--- src/rtl/icl_pkg.sv ---
`timescale 1ns/100ps
package icl_pkg;
  localparam int HALF_W = 16;
  localparam int LONG_W = 32;

  typedef enum logic {ST_IDLE, ST_FILL} icl_state_e;

  // bit 1 of the byte address: 0 -> high half, 1 -> low half
  function automatic logic [HALF_W-1:0] pick_half(input logic [LONG_W-1:0] lw, input logic lo);
    return lo ? lw[HALF_W-1:0] : lw[LONG_W-1:HALF_W];
  endfunction
endpackage

--- src/rtl/icl_store.sv ---
`timescale 1ns/100ps
module icl_store #(
  parameter int ENTRIES = 64,
  parameter int TAG_W   = 25
) (
  input  logic                       clk,
  input  logic                       rst,
  input  logic                       inv_all,
  input  logic [$clog2(ENTRIES)-1:0] rd_idx,
  output logic                       rd_valid,
  output logic [TAG_W-1:0]           rd_tag,
  output logic [icl_pkg::LONG_W-1:0] rd_data,
  input  logic                       wr_en,
  input  logic [$clog2(ENTRIES)-1:0] wr_idx,
  input  logic [TAG_W-1:0]           wr_tag,
  input  logic [icl_pkg::LONG_W-1:0] wr_data
);
  logic [ENTRIES-1:0]         valid_q;
  logic [TAG_W-1:0]           tag_q  [ENTRIES];
  logic [icl_pkg::LONG_W-1:0] data_q [ENTRIES];

  // invalidate wins over a same-cycle fill
  always_ff @(posedge clk) begin
    if (rst || inv_all) valid_q <= '0;
    else if (wr_en)     valid_q[wr_idx] <= 1'b1;
  end

  always_ff @(posedge clk) begin
    if (wr_en) begin
      tag_q[wr_idx]  <= wr_tag;
      data_q[wr_idx] <= wr_data;
    end
  end

  assign rd_valid = valid_q[rd_idx];
  assign rd_tag   = tag_q[rd_idx];
  assign rd_data  = data_q[rd_idx];
endmodule

--- src/rtl/icl_lookup.sv ---
`timescale 1ns/100ps
module icl_lookup #(
  parameter int TAG_W = 25
) (
  input  logic                       cache_off,
  input  logic                       ent_valid,
  input  logic [TAG_W-1:0]           ent_tag,
  input  logic [icl_pkg::LONG_W-1:0] ent_data,
  input  logic [TAG_W-1:0]           req_tag,
  input  logic                       req_lo,
  output logic                       hit,
  output logic [icl_pkg::HALF_W-1:0] word
);
  assign hit  = ent_valid && (ent_tag == req_tag) && !cache_off;
  assign word = icl_pkg::pick_half(ent_data, req_lo);
endmodule

--- src/rtl/icl_fill_ctl.sv ---
`timescale 1ns/100ps
module icl_fill_ctl #(
  parameter int ADDR_W = 32
) (
  input  logic              clk,
  input  logic              rst,
  input  logic              cache_off,
  input  logic              inv_all,
  input  logic              fch_valid,
  input  logic [ADDR_W-1:1] fch_addr,
  input  logic              fch_fc,
  input  logic              hit,
  input  logic              mem_ready,
  output logic              busy,
  output logic              fill_we,
  output logic [ADDR_W-1:1] fill_addr,
  output logic              fill_fc
);
  import icl_pkg::*;
  icl_state_e state_q;

  always_ff @(posedge clk) begin
    if (rst) begin
      state_q   <= ST_IDLE;
      fill_addr <= '0;
      fill_fc   <= 1'b0;
    end else begin
      case (state_q)
        ST_IDLE: if (fch_valid && !hit) begin
          state_q   <= ST_FILL;
          fill_addr <= fch_addr;
          fill_fc   <= fch_fc;
        end
        ST_FILL: if (mem_ready) state_q <= ST_IDLE;
        default: state_q <= ST_IDLE;
      endcase
    end
  end

  assign busy    = (state_q == ST_FILL);
  assign fill_we = busy && mem_ready && !cache_off && !inv_all;
endmodule

--- src/rtl/icache_lw.sv ---
`timescale 1ns/100ps
module icache_lw #(
  parameter int ADDR_W  = 32,
  parameter int ENTRIES = 64
) (
  input  logic              clk,
  input  logic              rst,
  input  logic              cache_off,
  input  logic              inv_all,
  input  logic              fch_valid,
  input  logic [ADDR_W-1:1] fch_addr,
  input  logic              fch_fc,
  output logic              fch_ready,
  output logic [15:0]       fch_data,
  output logic              mem_req,
  output logic [ADDR_W-1:2] mem_addr,
  input  logic              mem_ready,
  input  logic [31:0]       mem_rdata
);
  localparam int IDX_W = $clog2(ENTRIES);
  localparam int TAG_W = ADDR_W - IDX_W - 2 + 1;

  logic [IDX_W-1:0]  req_idx, wr_idx;
  logic [TAG_W-1:0]  req_tag, wr_tag, ent_tag;
  logic [31:0]       ent_data;
  logic [15:0]       hit_word;
  logic              ent_valid, hit, busy, fill_we, fill_fc;
  logic [ADDR_W-1:1] fill_addr;

  assign req_idx = fch_addr[IDX_W+1:2];
  assign req_tag = {fch_fc, fch_addr[ADDR_W-1:IDX_W+2]};
  assign wr_idx  = fill_addr[IDX_W+1:2];
  assign wr_tag  = {fill_fc, fill_addr[ADDR_W-1:IDX_W+2]};

  icl_store #(.ENTRIES(ENTRIES), .TAG_W(TAG_W)) u_store (
    .clk(clk), .rst(rst), .inv_all(inv_all),
    .rd_idx(req_idx), .rd_valid(ent_valid), .rd_tag(ent_tag), .rd_data(ent_data),
    .wr_en(fill_we), .wr_idx(wr_idx), .wr_tag(wr_tag), .wr_data(mem_rdata)
  );

  icl_lookup #(.TAG_W(TAG_W)) u_look (
    .cache_off(cache_off), .ent_valid(ent_valid), .ent_tag(ent_tag),
    .ent_data(ent_data), .req_tag(req_tag), .req_lo(fch_addr[1]),
    .hit(hit), .word(hit_word)
  );

  icl_fill_ctl #(.ADDR_W(ADDR_W)) u_ctl (
    .clk(clk), .rst(rst), .cache_off(cache_off), .inv_all(inv_all),
    .fch_valid(fch_valid), .fch_addr(fch_addr), .fch_fc(fch_fc), .hit(hit),
    .mem_ready(mem_ready), .busy(busy), .fill_we(fill_we),
    .fill_addr(fill_addr), .fill_fc(fill_fc)
  );

  assign mem_req   = busy;
  assign mem_addr  = fill_addr[ADDR_W-1:2];
  assign fch_ready = busy ? mem_ready : (fch_valid && hit);
  assign fch_data  = busy ? icl_pkg::pick_half(mem_rdata, fill_addr[1]) : hit_word;
endmodule

--- config.mk ---
export PLATFORM = sky130hd
export DESIGN_NAME = icache_lw
export DESIGN_NICKNAME = d
export VERILOG_FILES = /design/src/rtl/icl_pkg.sv /design/src/rtl/icl_store.sv /design/src/rtl/icl_lookup.sv /design/src/rtl/icl_fill_ctl.sv /design/src/rtl/icache_lw.sv
export SDC_FILE = /design/constraint.sdc
export NUM_CORES = 2
export LEC_CHECK = 0
export CAP_MARGIN = 10
export CELL_PAD_IN_SITES_DETAIL_PLACEMENT = 1
export CELL_PAD_IN_SITES_GLOBAL_PLACEMENT = 1
export CORE_MARGIN = 2
export CORE_UTILIZATION = 56
export CTS_CLUSTER_DIAMETER = 30
export CTS_CLUSTER_SIZE = 14
export DETAILED_ROUTE_END_ITERATION = 7
export PLACE_DENSITY_LB_ADDON = 0.1
export SLEW_MARGIN = 20
export SYNTH_ARGS = -nofsm -noshare
export SYNTH_HDL_FRONTEND = slang
export SYNTH_SLANG_ARGS = --single-unit
--- constraint.sdc ---
create_clock -name clk -period 9.4 [get_ports clk]
set_clock_uncertainty 0.2 [all_clocks]
set_input_delay 2.82 -clock clk [delete_from_list [all_inputs] [get_ports clk]]
set_output_delay 2.82 -clock clk [all_outputs]
set_load 0.02 [all_outputs]
==> reports/results.tsv <==
metric	value	unit
Power per Cell Area	250.6	nW/um^2
Seq/Total Area, Yosys	0.7708	
sequence of cells on the critical path	buf_6 -> buf_12 -> buf_4 -> nand2b_2 -> nor2_1 -> buf_4 -> a22oi_2 -> nand4_1 -> mux2_2 -> o2111ai_2 -> buf_6 -> nor4_4 -> nand4b_1 -> buf_12 -> o21ai_4 -> buf_6	
Ports	118	
final hold vios	0	
Worst slew margin	0.1831	
crit path DAT	6.69	ns
sw frac	0.2247	
Main synth FF type	edfxtp_1	
CTS tree	built	
Worst Max-Slew Pin Slew	1.222	ns
count leader, synth	edfxtp_1	
mapped cell area	144600	um^2
largest net degree at the start of global routing	67	
vias in the first global route	84706	
antenna viol nets, final	0	
Final #Nets	7558	
Hold WC Path Type	reg2reg	
final worst slack	-0.3066	ns
logic gate share of total power	0.046	
status	finished, violations left	
register area	111500	um^2
root buffer cell	clkbuf_16	
GRT Overall Usage	0.3993	
initial core utilization	0.5629	
Post-Synthesis Cells	6329	
WP data required	6.38	ns
Fmax	103.0	MHz
Inst Count DP	10175	
Area contributors post-synth	edfxtp_1 (76%), mux4_2 (15%), mux2i_1 (2.1%)	
Distinct cells, synth	78	
Clk pin slew, worst setup/hold paths	0.05	ns
die width	512.2	um
PortBufs	117	
CP dominant cell by count	buf_6	
yosys warns	0	
Skew-Pair Late Insertion Delay	1.04	ns
worst r2r src	u_ctl.busy	
RSZ-0062 raised after global routing	yes	
cts bufs inserted	655	
crit path max fanout	13	
CTS H-Tree Depth	6	
core area	256900	um^2
asr flop ratio synth	0	
area of the multi-input gates	31800	um^2
area leader, netlist	edfxtp_1	
Total Power	0.04502	W
Syn Nets	6399	
CP startpoint	fch_addr[5]	
hold path start	u_store.valid_q[53]	
leakage power	60.44	nW
Period minus WS final	9.707	ns
R2R setup slack	4.29	ns
WL per Instance	45.86	um
1st-pass router iterations	7	
share of cells above drive strength 1	0.3818	
total number of vias	82088	
pre-CTS WS	-1.311	ns
final WL	524800	um
clk sinks	3745	
maxcap violations	0	
Sw Pwr	0.01012	W
DR iter-0 viols	13244	
Finish-stage setup viols	2	
Synth top area share	0.7574	
initial antenna violation count	22	
slowest cell delay on critical path	0.54	ns
cells on worst reg2reg path	6	
count of flip-flops with a built-in enable after synthesis	3648	
top cells by count, synth	edfxtp_1 (3648), mux4_2 (965), mux2i_1 (298)	
CP Launch Type	input port	
Critical Path Sink	fch_ready	
Slew Viols, Final	0	
Crit Path Class	in2out	
DRC	0	
Synth Register Bits	3745	
power share of the sequential group	0.410	
Post-DP HPWL	279900	um
Final Util	0.6993	
chip height	512.2	um
RD Place Congestion	0.8872	
first-pass GRT wire length	710600	um
slowest CP cell	nand4b_1	
row count	186	
part of the cycle the worst path needs	1.033	
Clk pwr share	0.545	
Area Overhead vs Synth	24.22	%
clock buffer depth	4	
total grt overflow	0	
Final Non-Filler Cells	11444	
critical path endpoint category	output pin	
die area	262300	um^2
Max VDD drop	0.2107	mV
worst r2r dst	u_store.tag_q[7][8]	
Via-to-Cell Ratio	7.173	
P_int	0.03490	W
failing checks	setup timing	
Fillers	19411	
mean area per synthesized cell	22.85	um^2
==> worst min-delay path by stage <==
| stage | to | slack [ns] | cells past startpoint |
|---|---|---|---|
| final | u_store.valid_q[53] | 0.26 | 1 |
| after global routing | u_store.valid_q[32] | 0.28 | 1 |
| after CTS | u_store.valid_q[53] | 0.26 | 1 |
| after detailed placement | u_store.valid_q[32] | 0.25 | 1 |
| after global placement | u_store.valid_q[47] | 0.24 | 1 |
| after floorplan | u_store.valid_q[12] | 0.24 | 1 |
==> metal layers <==
layer,part of all wire,up-vias,global-route usage,routed length (um)
met4,0.071,4,0.2431,37270
met3,0.12,1685,0.08699,60500
li1,-,29599,-,-
met2,0.47,7161,0.6234,247600
met1,0.34,43639,0.5197,179400
met5,0.000046,-,0,24
==> area by class of cell <==
| cell class | count | area share |
|---|---|---|
| Sequential cell | 3745 | 0.6208 |
| Clock inverter | 483 | 0.03126 |
| Timing Repair Buffer | 876 | 0.05204 |
| Antenna cell | 16 | 0.0002229 |
| Inverter | 8 | 0.0002368 |
| Tap cell | 3384 | 0.02357 |
| Clock buffer | 730 | 0.09486 |
| Multi-Input combinational cell | 2202 | 0.1770 |
==> critical path, delay by kind of cell <==
kind	cells	cell delay (ns)
buffers and inverters	7	1.44
muxes	1	0.35
AOI/OAI and AO/OA	3	0.61
and+or+nand+nor	5	1.43
==> kinds of logic (layout without fill, tap and decap cells) <==
group,after synthesis,count (layout),synth area share
XOR/XNOR,11,11,0.0006662
AO/OA/AOI/OAI,406,406,0.02013
AND/OR/NAND/NOR,486,486,0.01773
buffers and inverters,382,2097,0.01630
flip-flops,3745,3745,0.7708
other,0,16,0
multiplexers,1299,1299,0.1743
==> through the flow <==
step | hold WS (ns) | cell area [um^2] | setup TNS [ns]
3_3_place_gp | 0.2415 | 155400 | -4.636
3_5_place_dp | 0.2490 | 155600 | -5.625
2_1_floorplan | 0.2354 | 144600 | 0
5_1_grt | 0.2799 | 179600 | -0.2555
6_report | 0.2560 | 179700 | -0.3118
4_1_cts | 0.2588 | 179000 | -0.2036
==> flip-flops by register name, summed over array words and instances (netlist names) <==
signal,flops
u_store.data_q,2048
u_store.tag_q,1600
u_store.valid_q,64
u_ctl.fill_addr,31
u_ctl.busy,1
u_ctl.fill_fc,1
==> power by group through the flow <==
stage | combinational, W | clock (W) | sequential (W)
4_1_cts | 0.00198 | 0.0246 | 0.0184
6_report | 0.00205 | 0.0245 | 0.0184
3_3_place_gp | 0.00185 | 0 | 0.0188
5_1_grt | 0.00210 | 0.0252 | 0.0184
2_1_floorplan | 0.000975 | 0 | 0.0188
3_5_place_dp | 0.00190 | 0 | 0.0188
==> layout by cell type (no fill, tap or decap), types with 56 or more instances in the layout <==
master           instances
clkinv_1                82
nand2b_1                77
buf_12                 161
edfxtp_1              3648
dfxtp_1                 72
clkbuf_16              677
clkinv_2                78
clkdlybuf4s50_1         60
clkbuf_1                56
buf_4                  548
mux2i_1                292
bufinv_16               91
mux4_2                 965
nand2_1                 88
nor2_4                  65
a22oi_1                 81
o21a_1                  66
clkinvlp_4              97
==> repair_timing <==
item | in CTS | in global routing
setup buffers | 9 | 19
hold endpoints to repair | 0 | 0
pin swaps | 16 | 19
cloned | 6 | 6
hold buffers | 0 | 0
endpoints found under the setup margin | 17 | 13
resized for setup | 138 | 68
(Power assumes the default switching activity.)
